===== src/rtl/intr_seq_pkg.sv =====
package intr_seq_pkg;
  localparam int AW = 16;
  localparam int DW = 8;

  typedef logic [AW-1:0] addr_t;
  typedef logic [DW-1:0] byte_t;

  typedef enum logic [3:0] {
    S_IDLE, S_PCH, S_PCL, S_FLG, S_VLO, S_VHI, S_RFLG, S_RPCL, S_RPCH
  } seq_state_e;

  // descending stack: a push uses the slot one below the current pointer
  function automatic addr_t push_slot(addr_t sp);
    return sp - addr_t'(1);
  endfunction

  function automatic addr_t pop_next(addr_t sp);
    return sp + addr_t'(1);
  endfunction

  function automatic addr_t join_word(byte_t hi, byte_t lo);
    return {hi, lo};
  endfunction

  function automatic byte_t hi_byte(addr_t w);
    return w[AW-1:DW];
  endfunction

  function automatic byte_t lo_byte(addr_t w);
    return w[DW-1:0];
  endfunction

  function automatic byte_t force_bit(byte_t f, int unsigned b);
    byte_t r;
    r = f;
    r[b] = 1'b1;
    return r;
  endfunction
endpackage


===== src/rtl/intr_nmi_latch.sv =====
module intr_nmi_latch (
  input  logic clk,
  input  logic rst_n,
  input  logic nmi_in,
  input  logic clr,
  output logic pend
);
  logic prev_q, pend_q, rise;

  assign rise = nmi_in & ~prev_q;
  assign pend = pend_q | rise;

  always_ff @(posedge clk or negedge rst_n) begin
    if (!rst_n) begin
      prev_q <= 1'b0;
      pend_q <= 1'b0;
    end else begin
      prev_q <= nmi_in;
      pend_q <= pend & ~clr;
    end
  end


  pend_hold_chk: assert property (@(posedge clk) disable iff (!rst_n)
    (pend && !clr) |=> pend);


  rise_only_chk: assert property (@(posedge clk) disable iff (!rst_n)
    (!pend && $past(nmi_in) && nmi_in) |=> !$rose(pend_q));
endmodule


===== src/rtl/intr_arbiter.sv =====
module intr_arbiter (
  input  logic idle,
  input  logic boundary,
  input  logic nmi_pend,
  input  logic irq_lvl,
  input  logic imask,
  input  logic rti_req,
  output logic take_nmi,
  output logic take_irq,
  output logic take_rti
);
  logic slot, irq_ok;

  assign slot     = idle & boundary;
  assign irq_ok   = irq_lvl & ~imask;
  assign take_nmi = slot & nmi_pend;
  assign take_irq = slot & ~nmi_pend & irq_ok;
  assign take_rti = slot & ~nmi_pend & ~irq_ok & rti_req;
endmodule


===== src/rtl/intr_seq.sv =====
module intr_seq
  import intr_seq_pkg::*;
#(
  parameter int unsigned I_BIT     = 2,
  parameter logic [15:0] NMI_VEC   = 16'hFFFA,
  parameter logic [15:0] IRQ_VEC   = 16'hFFFC,
  parameter logic [15:0] STACK_TOP = 16'h6000
) (
  input  logic        clk,
  input  logic        rst_n,
  input  logic        irq_lvl,
  input  logic        nmi_in,
  input  logic        boundary,
  input  logic        rti_req,
  input  logic [15:0] pc_in,
  input  logic [15:0] sp_in,
  input  logic [7:0]  flags_in,
  output logic        busy,
  output logic        pc_load,
  output logic [15:0] pc_out,
  output logic        sp_load,
  output logic [15:0] sp_out,
  output logic        flags_load,
  output logic [7:0]  flags_out,
  output logic [15:0] mem_addr,
  output logic        mem_rd,
  output logic        mem_wr,
  output logic [7:0]  mem_wdata,
  input  logic [7:0]  mem_rdata
);
  seq_state_e st;
  addr_t pc_r, sp_r, vec_r;
  byte_t flg_r, lo_r;
  logic  nmi_pend, take_nmi, take_irq, take_rti, take_ent;
  logic  idle, push_phase, ent_load, ret_load;

  assign idle       = (st == S_IDLE);
  assign take_ent   = take_nmi | take_irq;
  assign push_phase = (st == S_PCH) | (st == S_PCL) | (st == S_FLG);
  assign ent_load   = (st == S_VHI);
  assign ret_load   = (st == S_RPCH);

  intr_nmi_latch u_nmi (
    .clk(clk), .rst_n(rst_n), .nmi_in(nmi_in), .clr(take_nmi), .pend(nmi_pend)
  );

  intr_arbiter u_arb (
    .idle(idle), .boundary(boundary), .nmi_pend(nmi_pend), .irq_lvl(irq_lvl),
    .imask(flags_in[I_BIT]), .rti_req(rti_req),
    .take_nmi(take_nmi), .take_irq(take_irq), .take_rti(take_rti)
  );

  always_ff @(posedge clk or negedge rst_n) begin
    if (!rst_n) begin
      st    <= S_IDLE;
      pc_r  <= '0;
      sp_r  <= '0;
      vec_r <= '0;
      flg_r <= '0;
      lo_r  <= '0;
    end else begin
      unique case (st)
        S_IDLE: begin
          if (take_ent) begin
            pc_r  <= pc_in;
            sp_r  <= sp_in;
            flg_r <= flags_in;
            vec_r <= take_nmi ? NMI_VEC : IRQ_VEC;
            st    <= S_PCH;
          end else if (take_rti) begin
            sp_r <= sp_in;
            st   <= S_RFLG;
          end
        end
        S_PCH:  begin sp_r <= push_slot(sp_r); st <= S_PCL; end
        S_PCL:  begin sp_r <= push_slot(sp_r); st <= S_FLG; end
        S_FLG:  begin sp_r <= push_slot(sp_r); st <= S_VLO; end
        S_VLO:  begin lo_r <= mem_rdata; st <= S_VHI; end
        S_VHI:  st <= S_IDLE;
        S_RFLG: begin flg_r <= mem_rdata; sp_r <= pop_next(sp_r); st <= S_RPCL; end
        S_RPCL: begin lo_r <= mem_rdata; sp_r <= pop_next(sp_r); st <= S_RPCH; end
        S_RPCH: st <= S_IDLE;
        default: st <= S_IDLE;
      endcase
    end
  end

  always_comb begin
    mem_addr  = '0;
    mem_wdata = '0;
    mem_wr    = push_phase;
    mem_rd    = 1'b0;
    unique case (st)
      S_PCH: begin mem_addr = push_slot(sp_r); mem_wdata = hi_byte(pc_r); end
      S_PCL: begin mem_addr = push_slot(sp_r); mem_wdata = lo_byte(pc_r); end
      S_FLG: begin mem_addr = push_slot(sp_r); mem_wdata = flg_r; end
      S_VLO: begin mem_addr = vec_r; mem_rd = 1'b1; end
      S_VHI: begin mem_addr = pop_next(vec_r); mem_rd = 1'b1; end
      S_RFLG, S_RPCL, S_RPCH: begin mem_addr = sp_r; mem_rd = 1'b1; end
      default: ;
    endcase
  end

  always_comb begin
    pc_load    = ent_load | ret_load;
    sp_load    = pc_load;
    flags_load = pc_load;
    pc_out     = pc_load ? join_word(mem_rdata, lo_r) : '0;
    sp_out     = ent_load ? sp_r : (ret_load ? pop_next(sp_r) : '0);
    flags_out  = ent_load ? force_bit(flg_r, I_BIT) : (ret_load ? flg_r : '0);
  end

  assign busy = ~idle | take_ent | take_rti;


  push_below_top_chk: assert property (@(posedge clk) disable iff (!rst_n)
    (mem_wr && sp_in <= STACK_TOP) |-> (mem_addr < STACK_TOP));


  push_descend_chk: assert property (@(posedge clk) disable iff (!rst_n)
    (mem_wr && $past(mem_wr)) |-> (mem_addr == $past(mem_addr) - 16'd1));


  bus_excl_chk: assert property (@(posedge clk) disable iff (!rst_n)
    !(mem_rd && mem_wr));


  arb_onehot_chk: assert property (@(posedge clk) disable iff (!rst_n)
    $onehot0({take_nmi, take_irq, take_rti}));


  entry_mask_chk: assert property (@(posedge clk) disable iff (!rst_n)
    ent_load |-> (flags_out == ($past(mem_wdata, 2) | (8'd1 << I_BIT))));


  ret_sp_chk: assert property (@(posedge clk) disable iff (!rst_n)
    ret_load |-> (sp_out == $past(mem_addr, 2) + 16'd3));


  load_busy_chk: assert property (@(posedge clk) disable iff (!rst_n)
    pc_load |-> (busy && sp_load && flags_load));


  load_last_chk: assert property (@(posedge clk) disable iff (!rst_n)
    pc_load |=> (st == S_IDLE));
endmodule


===== config.mk =====
export PLATFORM = sky130hd
export DESIGN_NAME = intr_seq
export DESIGN_NICKNAME = d
export VERILOG_FILES = /design/src/rtl/intr_seq_pkg.sv /design/src/rtl/intr_nmi_latch.sv /design/src/rtl/intr_arbiter.sv /design/src/rtl/intr_seq.sv
export SDC_FILE = /design/constraint.sdc
export NUM_CORES = 1
export LEC_CHECK = 0
export BUFFER_PORTS_ARGS = -buffer_cell sky130_fd_sc_hd__buf_2
export CORE_ASPECT_RATIO = 0.5
export CORE_UTILIZATION = 35
export CTS_BUF_LIST = sky130_fd_sc_hd__clkbuf_8 sky130_fd_sc_hd__clkbuf_16
export DETAILED_ROUTE_END_ITERATION = 12
export GPL_TIMING_DRIVEN = 0
export SLEW_MARGIN = 10
export SYNTH_ARGS = -nofsm -noshare
export SYNTH_HDL_FRONTEND = slang
export SYNTH_HIERARCHICAL = 1
export SYNTH_SLANG_ARGS = --single-unit

===== constraint.sdc =====
create_clock -name clk -period 7.5 [get_ports clk]
set_input_delay 1.125 -clock clk [delete_from_list [all_inputs] [get_ports clk]]
set_output_delay 1.125 -clock clk [all_outputs]
set_load 0.01 [all_outputs]

[Word level (Yosys, flattened, before mapping)]
Index checks and enable logic that the tools add are counted.
Cells by class
  $add $sub $neg: 3
  eq/ne operators: 10
  mux-type cells: 17
  bitwise operators: 22
  reductions and logical operators: 11
Operators with widths (count)
  16-bit 2-to-1 mux: 5
  16-bit one-hot mux with 4 select lines: 1
  16-bit one-hot mux with 3 select lines: 1
  16-bit by 1-bit adder with 16-bit output, second input constant: 2
  4-bit one-hot mux with 7 select lines: 1
  8-bit 2-to-1 mux: 3
  8-bit one-hot mux with 3 select lines: 1
  4-bit by 3-bit equality test with 1-bit output, second input constant: 4
  8-bit one-hot mux with 2 select lines: 1
  16-bit by 1-bit subtractor with 16-bit output, second input constant: 1
  1-bit bitwise AND: 9
  4-bit by 2-bit equality test with 1-bit output, second input constant: 2
  4-bit 2-to-1 mux: 2
  1-bit bitwise OR: 7
  1-bit inverter: 6
  2-bit AND reduction: 3
  3-bit OR reduction: 2
  5-bit OR reduction: 1
  4-bit by 1-bit equality test with 1-bit output, second input constant: 1
  4-bit equality test, second input constant: 1
  4-bit logical NOT: 1
  2-bit OR reduction: 2
  3-bit 2-to-1 mux: 1
  3-bit inequality test, second input constant: 1
  other kinds (4): 4
Word-level totals
  flip-flop bits (word level): 70

[Depth between registers and ports, before layout]
  word-level depth: 10
  depth in mapped cells: 10
  depth with buffers taken out: 8

[Cells and area by module]
The synthesis kept the hierarchy.
Modules (own cells, without submodules)
  intr_seq: times used 1, cells an instance 490, area an instance 3942.5 sq um
  intr_nmi_latch: times used 1, cells an instance 6, area an instance 80.1 sq um
  intr_arbiter: times used 1, cells an instance 5, area an instance 46.3 sq um

[Worst setup path before layout]
No wires, ideal clock.
  path type: reg-to-output
  start point: reg sp_r[0]
  end point: out mem_addr[10]
  arrival: 2.281 ns
  required time: 6.375 ns
  setup slack: 4.094 ns
  cell stages (with the launch flop): 8
  buffers on the path: 1
  cells stage by stage: dfrtp_1 clkbuf_1 inv_1 ha_1 or4b_1 or2_1 or2_2 o311ai_1
Between the ends
  word-level cells in the longest chain between the ends: 2
Ends and longest elaborated chain
  from (decl): line intr_seq.sv:32  | addr_t pc_r, sp_r, vec_r;
  from (signal assigned): line intr_seq.sv:66  | sp_r <= sp_in;
  from (signal assigned): line intr_seq.sv:71  | sp_r <= sp_in;
  16-bit by 1-bit subtractor with 16-bit output: line intr_seq_pkg.sv:14  | return sp - addr_t'(1);
  16-bit one-hot mux with 4 select lines: line intr_seq.sv:93  | unique case (st)
  to (decl): line intr_seq.sv:25  | output logic [15:0] mem_addr,
No other way between the ends.

[Worst setup path after layout]
Ends and elaborated chain as after synthesis.

==> flow_metrics.tcl <==
set metrics [dict create \
    netSwitchingPower_mw 1.167 \
    dpl.cell_count 769 \
    core.rowCount 27 \
    worst-endpoint-required_ns 6.38 \
    crit_path_start_kind "flop" \
    synth_enable_flop_cells 0 \
    grt_pass1_vias 4239 \
    filler_cell_count 1167 \
    critical_path_arrival_ns 3.13 \
    final_min_period_over_clock_period_pct 56.78 \
    cts_tree "built" \
    diodes_inserted 0 \
    grt_overflow_total 0 \
    die_x_um 154.5 \
    dp.final_hpwl_um 10320 \
    grt_antenna_before_repair 1 \
    total_power_density_per_cell_area_nw_per_um2 466.5 \
    rsz_0062_raised_after_global_routing "no" \
    totalWireLength_um 14340 \
    final_max_slew_viol_count 0 \
    fraction_of_layout_cells_with_a_size_suffix_above_1_pct 29.38 \
    power.combinational.fraction_pct 60.6 \
    coreArea_sq_um 11150 \
    first_pass_iters 5 \
    cp_slowest_stage_delay_ns 0.60 \
    cts_max_path_buffers 2 \
    yosys_register_bits 57 \
    avgRoutedWirePerCell_um 18.26 \
    vdd_ir_drop_max_mv 0.1535 \
    wire_length_of_the_first_global_routing_pass_um 22580 \
    critical_path_depth 8 \
    timing.critical_path.buf_inv 3 \
    postSynthNetCount 557 \
    worst-path-max-fanout 10 \
    cts.root.buffer_cell "clkbuf_16" \
    report.final.hold_viol_count 0 \
    drt_drc_violations_left 0 \
    synth_area_sq_um 4069 \
    switching_share_pct 48.60 \
    post_drt_via_cell_ratio 5.648 \
    route.vias.total 4434 \
    min_path_type "reg2reg" \
    global_route.usage.total_pct 24.50 \
    tritoncts_num_sinks 57 \
    die_span_y_um 78.24 \
    detail-route-antenna-nets 0 \
    cellInternalPower_mw 1.234 \
    initial_utilization_pct 36.50 \
    critical_path_cell_by_cell "clkbuf_1, inv_1, ha_1, or4b_1, or2_1, or2_2, o311ai_1, buf_2" \
    die_area_sq_um 12090 \
    reg2regPathDepth 10 \
    setup_tns_ns 0 \
    placed_area_sq_um 4868 \
    cts_hold_fix_bufs 0 \
    syn_area_per_cell_sq_um 8.122 \
    finish.instance_area_sq_um 5147 \
    max_slew.worst_pin.slew_ns 0.8715 \
    outcome "complete, no violations" \
    cpMaxStageDelayCell "or4b_1" \
    finClkSkew_ns 0.006139 \
    timing.critical_path.max_delay_family "simple AND/OR/NAND/NOR gates" \
    crit_path_end_kind "output port" \
    cts_max_level 3 \
    synthesis.yosys.warnings 6 \
    areaGrowthSynthToFinish_pct 26.51 \
    worst_hold_path.num_cells 1 \
    layout_min_cycle_time_ns 4.258 \
    postCtsSetupBuffers 0 \
    post_cts_resize_count 0 \
    syn-instance-count 501 \
    io_pins 124 \
    finalWeightedCongestion 0.9152 \
    leakagePower_nw 2.335 \
    power.sequential.fraction_pct 23.2 \
    maximum_number_of_pins_on_one_net_before_global_route_repair 58 \
    cap_viol_max_count 0 \
    ys_types 61 \
    numCtsBuffers 9 \
    synthArstFlopShare_pct 100.0 \
    max_freq_mhz 234.8 \
    clock_insertion_delay_worst_skew_ns 0.33 \
    path_class "reg2out" \
    clk_pin_slew_ns 0.06 \
    dominantRegCellSynth "dfrtp_1" \
    drt-initial-drc-count 418 \
    clock_share_of_power_pct 16.2 \
    yosysSeqAreaShare_pct 35.06 \
    final_cells 785 \
    buffer_ports.inserted 123 \
    finalNetCount 691 \
    total_power_mw 2.401 \
    worst_slew_margin_pct 41.90 \
    finalSetupViolCount 0 \
]
==> layout make-up <==
class                           instances  area [sq um]  share of cell area, %
Sequential cell                        57          1426                  27.71
Clock buffer                            9         225.2                  4.375
Tap cell                              145         181.4                  3.525
Timing Repair Buffer                  123         618.1                  12.01
Buffer                                 42         183.9                  3.573
Clock inverter                          7         53.80                  1.045
Inverter                               10         37.54                 0.7292
Multi-Input combinational cell        392          2421                  47.03
==> power by group through the flow <==
stage                     Combinational (mW)  Clock (mW)  Sequential [mW]
after floorplan                        0.977           0            0.524
after global placement                  1.42           0            0.556
after detailed placement                1.44           0            0.560
after CTS                               1.44       0.398            0.556
after global routing                    1.59       0.411            0.576
final                                   1.46       0.388            0.558
==> flip-flops by register name (all words and copies together) (netlist names) <==
signal        count
vec_r             3
u_nmi/prev_q      1
pc_r             16
sp_r             16
flg_r             8
lo_r              8
u_nmi/pend_q      1
st                4
==> cells in the mapped netlist (3+ instances only) <==
cell type	instances	area [sq um]
a211oi_1	4	30.03
a21o_1	5	37.54
a21oi_1	27	135.1
a221o_1	4	40.04
a22o_1	5	43.79
a22oi_1	12	90.09
a31oi_1	4	25.02
and2_1	3	18.77
and3_1	5	31.28
buf_2	9	45.04
clkbuf_1	28	105.1
dfrtp_1	57	1426
inv_1	9	33.78
mux2_2	24	270.3
mux2i_1	8	80.08
nand2_1	56	210.2
nand2b_1	4	25.02
nand3_1	14	70.07
nand4_1	4	25.02
nor2_1	52	195.2
nor2b_1	25	156.4
nor3_1	11	55.05
nor4_1	6	37.54
o211ai_1	12	90.09
o21a_1	3	22.52
o21ai_0	45	225.2
o221ai_1	3	26.28
o31ai_1	5	37.54
or3_1	9	56.30
or4_1	3	22.52
xnor2_1	5	43.79
xor2_1	3	26.28
==> cells by family (layout without fill, tap and decap cells) <==
family / count (synthesis) / count (layout) / share of synthesized area [%]
AOI/OAI and AO/OA: 142 / 142 / 22.48
xor gates and xnor gates: 8 / 8 / 1.722
adders and majority gates: 2 / 2 / 0.6149
buffers and inverters: 52 / 191 / 5.442
DFF: 57 / 57 / 35.06
muxes: 32 / 32 / 8.610
and+or+nand+nor: 208 / 208 / 26.08
==> worst reg2reg max path, delay by kind of cell, from the launching register on <==
family	cells	cell delay [ns]
simple gates	5	1.52
compound gates	3	1.09
buf+inv	2	0.77
flops	1	0.37
==> stage by stage <==
step                setup WS, ns  hold WS (ns)  util (%)
CTS                        3.289        0.4977     46.17
global placement           3.477        0.4787     43.65
global route               3.130        0.5129     46.17
finish                     3.242        0.4977     46.17
detailed placement         3.567        0.4844     43.67
floorplan                  4.094        0.4394         -
==> per-layer routing <==
metal / global-route usage, % / up-vias / wire length (um)
met3: 7.510 / 27 / 1532
li1: - / 2079 / -
met4: 8.218 / 2 / 244
met2: 37.38 / 254 / 6246
met1: 32.91 / 2072 / 6305
met5: 0 / - / 8
==> final timing paths <==
kind	start	end	slack, ns
hold / removal	lo_r[1]	lo_r[1]	0.50
hold reg to reg	lo_r[1]	lo_r[1]	0.50
setup reg to reg	st[2]	sp_r[15]	3.59
min in group asynchronous	rst_n	pc_r[14]	0.87
setup / recovery	sp_r[0]	mem_addr[10]	3.24
max in group asynchronous	rst_n	sp_r[3]	6.10
==> cell usage in the layout (no fill, tap or decap), types with 8 or more instances in the layout <==
master and instances:
a21oi_1 27, a22oi_1 12, buf_2 131, clkbuf_1 28
clkbuf_16 9, dfrtp_1 57, inv_1 9, mux2_2 24
mux2i_1 8, nand2_1 56, nand3_1 14, nor2_1 52
nor2b_1 25, nor3_1 11, o211ai_1 12, o21ai_0 45
or3_1 9
Power figures use the tool's default switching activity.
